### config.mk
export PLATFORM = sky130hd
export DESIGN_NAME = tmr_channel
export DESIGN_NICKNAME = d
export VERILOG_FILES = /design/src/rtl/tmr_pkg.sv /design/src/rtl/tmr_tick_gen.sv /design/src/rtl/tmr_counter.sv /design/src/rtl/tmr_channel.sv
export SDC_FILE = /design/constraint.sdc
export NUM_CORES = 1
export LEC_CHECK = 0
export CORE_ASPECT_RATIO = 0.7
export CORE_UTILIZATION = 29
export DETAILED_ROUTE_END_ITERATION = 7
export GPL_TIMING_DRIVEN = 0
export PLACE_DENSITY = 0.52
export SYNTH_ARGS = -nofsm -noshare
export SYNTH_HDL_FRONTEND = slang
export SYNTH_HIERARCHICAL = 1
export SYNTH_SLANG_ARGS = --single-unit
### constraint.sdc
create_clock -name clk -period 6.65 [get_ports clk]
set_input_delay 1.33 -clock clk [delete_from_list [all_inputs] [get_ports clk]]
set_output_delay 1.33 -clock clk [all_outputs]
set_load 0.1 [all_outputs]
### src/rtl/tmr_pkg.sv
package tmr_pkg;
  localparam int ADDR_W = 3;

  localparam logic [ADDR_W-1:0] A_CTRL   = 3'd0;
  localparam logic [ADDR_W-1:0] A_COUNT  = 3'd1;
  localparam logic [ADDR_W-1:0] A_IVL    = 3'd2;
  localparam logic [ADDR_W-1:0] A_MATCH0 = 3'd3;
  localparam logic [ADDR_W-1:0] A_IEN    = 3'd6;
  localparam logic [ADDR_W-1:0] A_STAT   = 3'd7;

  // first field is the most significant: halt lands on bit 0
  typedef struct packed {
    logic [3:0] pre_n;
    logic       pre_en;
    logic       wave_pol;
    logic       wave_off;
    logic       match_en;
    logic       count_down;
    logic       interval_mode;
    logic       ext_fall;
    logic       src_ext;
    logic       halt;
  } ctrl_t;

  localparam int CTRL_BITS = $bits(ctrl_t);

  localparam ctrl_t CTRL_RESET = '{pre_n: 4'd0, pre_en: 1'b0, wave_pol: 1'b0,
                                   wave_off: 1'b1, match_en: 1'b0,
                                   count_down: 1'b0, interval_mode: 1'b0,
                                   ext_fall: 1'b0, src_ext: 1'b0, halt: 1'b1};
endpackage

### src/rtl/tmr_tick_gen.sv
module tmr_tick_gen #(
  parameter int PRE_W   = 16,
  parameter int PRE_N_W = 4
) (
  input  logic               clk,
  input  logic               rst_n,
  input  logic               ext_clk,
  input  logic               src_ext,
  input  logic               ext_fall,
  input  logic               pre_en,
  input  logic [PRE_N_W-1:0] pre_n,
  input  logic               run,
  input  logic               clear_pre,
  output logic               tick
);
  localparam int SYNC_STAGES = 3;

  // terminal value of the prescaler for a ratio of 2^(n+1)
  function automatic logic [PRE_W-1:0] pre_limit(input logic [PRE_N_W-1:0] n);
    return (PRE_W'(1) << (int'(n) + 1)) - PRE_W'(1);
  endfunction

  logic [SYNC_STAGES-1:0] sync_q;
  logic [PRE_W-1:0]       pre_cnt;
  logic                   rise_evt, fall_evt, base_evt, pre_done;

  always_ff @(posedge clk or negedge rst_n)
    if (!rst_n) sync_q <= '0;
    else        sync_q <= {sync_q[SYNC_STAGES-2:0], ext_clk};

  assign rise_evt = sync_q[SYNC_STAGES-2] & ~sync_q[SYNC_STAGES-1];
  assign fall_evt = ~sync_q[SYNC_STAGES-2] & sync_q[SYNC_STAGES-1];
  assign base_evt = src_ext ? (ext_fall ? fall_evt : rise_evt) : 1'b1;
  assign pre_done = (pre_cnt == pre_limit(pre_n));
  assign tick     = run & base_evt & (~pre_en | pre_done);

  always_ff @(posedge clk or negedge rst_n)
    if (!rst_n)                       pre_cnt <= '0;
    else if (clear_pre)               pre_cnt <= '0;
    else if (run & base_evt & pre_en) pre_cnt <= pre_done ? '0 : pre_cnt + PRE_W'(1);
endmodule

### src/rtl/tmr_counter.sv
module tmr_counter #(
  parameter int W = 16
) (
  input  logic         clk,
  input  logic         rst_n,
  input  logic         tick,
  input  logic         reload,
  input  logic         down,
  input  logic         ivl,
  input  logic [W-1:0] interval,
  output logic [W-1:0] cnt,
  output logic [W-1:0] next_cnt,
  output logic         wrap
);
  function automatic logic [W-1:0] start_value(input logic d, input logic i,
                                               input logic [W-1:0] lim);
    if (!d)     return '0;
    else if (i) return lim;
    else        return '1;
  endfunction

  logic at_end;

  assign at_end   = down ? (cnt == '0) : (ivl ? (cnt == interval) : (cnt == '1));
  assign wrap     = tick & at_end;
  assign next_cnt = down ? (at_end ? (ivl ? interval : '1) : cnt - W'(1))
                         : (at_end ? '0 : cnt + W'(1));

  always_ff @(posedge clk or negedge rst_n)
    if (!rst_n)      cnt <= '0;
    else if (reload) cnt <= start_value(down, ivl, interval);
    else if (tick)   cnt <= next_cnt;
endmodule

### src/rtl/tmr_channel.sv
module tmr_channel
  import tmr_pkg::*;
#(
  parameter int CNT_W     = 16,
  parameter int PRE_N_W   = 4,
  parameter int NUM_MATCH = 3
) (
  input  logic              clk,
  input  logic              rst_n,
  input  logic              ext_clk,
  input  logic              wr_en,
  input  logic [ADDR_W-1:0] addr,
  input  logic [CNT_W-1:0]  wdata,
  output logic [CNT_W-1:0]  rdata,
  output logic              irq,
  output logic              wave_out
);
  localparam int NUM_IRQ  = NUM_MATCH + 1;
  localparam int WRAP_BIT = NUM_MATCH;
  localparam int WAVE_IDX = 1;

  ctrl_t              ctrl_q;
  logic [CNT_W-1:0]   ivl_q;
  logic [CNT_W-1:0]   match_q [NUM_MATCH];
  logic [NUM_IRQ-1:0] ien_q, stat_q, stat_set, stat_clr;
  logic [NUM_MATCH-1:0] match_hit;
  logic [CNT_W-1:0]   cnt, next_cnt;
  logic               tick, wrap, reload_stb, wave_q;

  assign reload_stb = wr_en && (addr == A_COUNT);

  always_ff @(posedge clk or negedge rst_n)
    if (!rst_n) begin
      ctrl_q <= CTRL_RESET;
      ivl_q  <= '0;
      ien_q  <= '0;
    end else if (wr_en) begin
      if (addr == A_CTRL) ctrl_q <= ctrl_t'(wdata[CTRL_BITS-1:0]);
      if (addr == A_IVL)  ivl_q  <= wdata;
      if (addr == A_IEN)  ien_q  <= wdata[NUM_IRQ-1:0];
    end

  tmr_tick_gen #(.PRE_W(CNT_W), .PRE_N_W(PRE_N_W)) u_tick (
    .clk(clk), .rst_n(rst_n), .ext_clk(ext_clk),
    .src_ext(ctrl_q.src_ext), .ext_fall(ctrl_q.ext_fall),
    .pre_en(ctrl_q.pre_en), .pre_n(ctrl_q.pre_n),
    .run(~ctrl_q.halt), .clear_pre(reload_stb), .tick(tick));

  tmr_counter #(.W(CNT_W)) u_cnt (
    .clk(clk), .rst_n(rst_n), .tick(tick), .reload(reload_stb),
    .down(ctrl_q.count_down), .ivl(ctrl_q.interval_mode), .interval(ivl_q),
    .cnt(cnt), .next_cnt(next_cnt), .wrap(wrap));

  for (genvar i = 0; i < NUM_MATCH; i++) begin : g_match
    always_ff @(posedge clk or negedge rst_n)
      if (!rst_n) match_q[i] <= '0;
      else if (wr_en && addr == ADDR_W'(int'(A_MATCH0) + i)) match_q[i] <= wdata;
    assign match_hit[i] = tick && !reload_stb && (next_cnt == match_q[i]);
    assign stat_set[i]  = match_hit[i] & ctrl_q.match_en;
  end

  assign stat_set[WRAP_BIT] = wrap & ~reload_stb;
  assign stat_clr = (wr_en && addr == A_STAT) ? wdata[NUM_IRQ-1:0] : '0;

  always_ff @(posedge clk or negedge rst_n)
    if (!rst_n) stat_q <= '0;
    else        stat_q <= (stat_q & ~stat_clr) | stat_set;

  assign irq = |(stat_q & ien_q);

  always_ff @(posedge clk or negedge rst_n)
    if (!rst_n)                          wave_q <= 1'b0;
    else if (reload_stb || wrap)         wave_q <= 1'b0;
    else if (match_hit[WAVE_IDX])        wave_q <= ~wave_q;

  assign wave_out = ctrl_q.wave_off ? ctrl_q.wave_pol : (wave_q ^ ctrl_q.wave_pol);

  always_comb begin
    rdata = '0;
    case (addr)
      A_CTRL:  rdata = CNT_W'(ctrl_q);
      A_COUNT: rdata = cnt;
      A_IVL:   rdata = ivl_q;
      A_IEN:   rdata = CNT_W'(ien_q);
      A_STAT:  rdata = CNT_W'(stat_q);
      default: begin
        for (int i = 0; i < NUM_MATCH; i++)
          if (addr == ADDR_W'(int'(A_MATCH0) + i)) rdata = match_q[i];
      end
    endcase
  end
endmodule

==> PnR_summary.wiki <==
{| class="wikitable"
! Metric !! Value
|-
| Share of the synthesized area in the top cell type || 0.338
|-
| Share of flip-flops with an asynchronous set or reset || 1.00
|-
| Crit path from || addr[0]
|-
| Relative max-transition margin || 0.348
|-
| Iteration-0 DRC count of the detailed router || 932
|-
| I/O Buffers || 39
|-
| H-Tree Level Count || 4
|-
| Fraction of final layout cells sized beyond drive strength 1 || 0.214
|-
| Part of the total power dissipated in the clock network || 0.254
|-
| Total placed instance area || 9740 um2
|-
| Netlist area before placement || 8810 um2
|-
| Wirelength per Cell || 22.4 um
|-
| Proportion of synthesized chip area in sequential cells || 0.344
|-
| Overall die width || 210 um
|-
| RSZ-0062 raised after global routing || false
|-
| CTS sink count || 121
|-
| Area of the placeable core || 29400 um2
|-
| Max Transition Viols Final || 0
|-
| Die area || 31100 um2
|-
| Clock tree from TritonCTS || built
|-
| Time the worst path needs with I/O delays and setup || 5.78 ns
|-
| Final-report hold violation count || 0
|-
| Most repeated cell in the gate-level netlist after synthesis || dfrtp_1
|-
| Final RePlAce weighted congestion || 0.950
|-
| Longest Clk Path Bufs || 2
|-
| Fin area || 10400 um2
|-
| Setup violation total in the final timing report || 0
|-
| Quantity of gates resized following cts || 0
|-
| Number of buffers added to fix hold violations after cts || 0
|-
| Cell types with the largest area share after synthesis || dfrtp_1, mux2_2, xor2_1
|-
| Portion of total power attributed to combinational logic || 0.459
|-
| Total of max-cap violations || 0
|-
| Std-Cell Rows || 52
|-
| Sequential fraction of design power || 0.287
|-
| Fillers || 3052
|-
| Via count || 7662
|-
| Pin count of the biggest net entering global routing || 78
|-
| Average via count per standard cell || 5.51
|-
| # nets final || 1000
|-
| Slew at the pin with the worst max-slew slack || 0.975 ns
|-
| Ranking of synthesized cells by instance count || dfrtp_1, mux2_2, nor2_1
|-
| DRC viols || 0
|-
| Global-route wire length before repair || 47.8 mm
|-
| Outcome || completed
|-
| Worst vdd ir || 155 uV
|-
| Power density normalized to cell area || 392 nW/um2
|-
| Dominant register cell in the synthesized netlist || dfrtp_1
|-
| Yosys synthesis warning count || 6
|-
| Die height || 148 um
|-
| Reg2Reg Depth || 19
|-
| Number of storage elements in the synthesis netlist || 121
|-
| Final antenna diode count || 0
|-
| Library cell with the largest summed area after synthesis || dfrtp_1
|-
| Later-pin clock latency in the skew report || 0.43 ns
|-
| Critical Path Source Type || input port
|-
| Sw Pwr || 0.00179 W
|-
| Clock buffer count from CTS || 17
|-
| Tot GR Track Use || 0.208
|-
| HPWL Detailed || 23.6 mm
|-
| Syn Nets || 941
|-
| Kind of capture point of the worst setup path || output port
|-
| Fin Clk Skew || 0.00826 ns
|-
| Total congestion overflow || 0
|-
| Crit Path Category || input port to output port
|-
| EDFF count, synth || 0
|-
| Post-Route Utilization || 0.353
|-
| Number of global-route vias before repair || 7341
|-
| Cell at the root of the clock tree || clkbuf_16
|-
| IO Count || 41
|-
| Portion of the clock cycle consumed by the worst path in the final layout || 0.870
|-
| Starting density of the core || 0.300
|-
| Antenna Nets Post-Route || 0
|-
| Post-Route Hold Slack || 0.350 ns
|-
| Standby leakage power || 4.11 nW
|-
| Worst reg2reg path startpoint || ctrl_q[9]
|-
| Largest fanout on the critical path || 10
|-
| Worst Min Path Start || u_tick/sync_q[0]
|-
| Number of standard cells after synthesis || 913
|-
| Initial antenna violation count || 0
|-
| Aggregate routed wire length || 31.2 mm
|-
| Area overhead of the layout relative to synthesis || 17.9%
|-
| Hold Path Cell Cnt || 0
|-
| Highest achievable clock rate || 0.173 GHz
|-
| Router iterations before antenna repair || 5
|-
| Internal power component || 0.00229 W
|-
| Worst min path class || flop to flop
|-
| Crit path arrival time || 4.45 ns
|-
| Synth unique cells || 96
|-
| Post-synthesis area per instance || 9.65 um2
|-
| Setup Buffers After CTS || 0
|-
| Req. time, crit path || 5.32 ns
|-
| Sum of internal, switching and leakage power || 0.00407 W
|-
| Net Sw Frac || 0.438
|-
| Clock-pin slew on the worst setup and hold paths || 0.06 ns
|}
-- cell type report --
class | count | area (um2) | area share
multi-input cells | 711 | 5320 | 0.512
clock buffers | 18 | 429 | 0.0413
clock inverters | 14 | 223 | 0.0214
repair buffers | 40 | 419 | 0.0403
plain buffers | 63 | 394 | 0.0379
well taps | 405 | 507 | 0.0488
inverters | 18 | 67.6 | 0.00650
flip-flops and latches | 121 | 3030 | 0.292
-- final timing paths --
kind,endpoint,slack [ns]
max,rdata[5],0.87
max reg2reg,wave_q,1.25
min in group asynchronous,u_cnt/cnt[2],0.84
min,u_tick/sync_q[1],0.35
max in group asynchronous,ctrl_q[6],5.01
min reg2reg,u_tick/sync_q[1],0.35
-- power groups by stage --
stage                     Sequential (W)  Combinational, W  Clock [W]
after global placement           0.00117           0.00181          0
after global routing             0.00119           0.00200    0.00109
after CTS                        0.00116           0.00183    0.00106
after detailed placement         0.00117           0.00182          0
final                            0.00117           0.00187    0.00103
after floorplan                  0.00107           0.00136          0
-- stage by stage --
step	instances	worst slack [ns]	TNS (ns)
after global placement	1357	-0.882	-103.07
after floorplan	913	1.06	0
after global routing	1390	0.798	0
final	1390	0.868	0
after detailed placement	1358	0.915	0
after CTS	1390	0.916	0
-- layout by cell type, fill, tap and decap left out, types with 17 or more instances in the layout --
| master | synthesis | layout |
|---|---|---|
| nand4_1 | 20 | 20 |
| mux2_2 | 89 | 89 |
| inv_1 | 17 | 17 |
| nand3_1 | 19 | 19 |
| clkbuf_1 | 18 | 19 |
| xnor2_1 | 44 | 44 |
| mux2i_1 | 22 | 22 |
| nor2_1 | 79 | 79 |
| buf_2 | 19 | 19 |
| xor2_1 | 55 | 55 |
| clkbuf_16 | 0 | 17 |
| o21ai_0 | 21 | 21 |
| clkdlybuf4s50_1 | 0 | 38 |
| a21oi_1 | 31 | 31 |
| nand2_1 | 78 | 78 |
| dfrtp_1 | 119 | 119 |
-- sequential cells by signal, indices dropped and copies added, names as in the netlist --
signal	count
wave_q	1
u_cnt/cnt	16
ctrl_q	13
u_tick/sync_q	3
ien_q	4
ivl_q	16
stat_q	4
u_tick/pre_cnt	16
match_q	48
-- cell families after synthesis --
kind of cell / share of synthesized area
adders and majority gates: 0.00710
AOI/OAI and AO/OA: 0.141
other: 0.000426
muxes: 0.149
xor gates and xnor gates: 0.0984
and+or+nand+nor: 0.207
buffers and inverters: 0.0524
DFF: 0.344
-- metal layers --
layer	global-route usage	vias up	share of wire	wire [um]
met5	0	-	0	0
met4	0.0591	0	0.016	487
met3	0.0629	28	0.10	3220
met2	0.258	378	0.37	11500
met1	0.330	3792	0.51	15900
li1	-	3464	-	-
-- worst max-delay path: stages --
cell and delay [ns]:
clkdlybuf4s50_1 0.53, buf_6 0.22, buf_6 0.21, nand2_1 0.15, nor2_2 0.47, nand2_1 0.12, o221ai_1 0.18, clkdlybuf4s50_1 1.22
No activity file was read; power rests on OpenSTA's default activity.
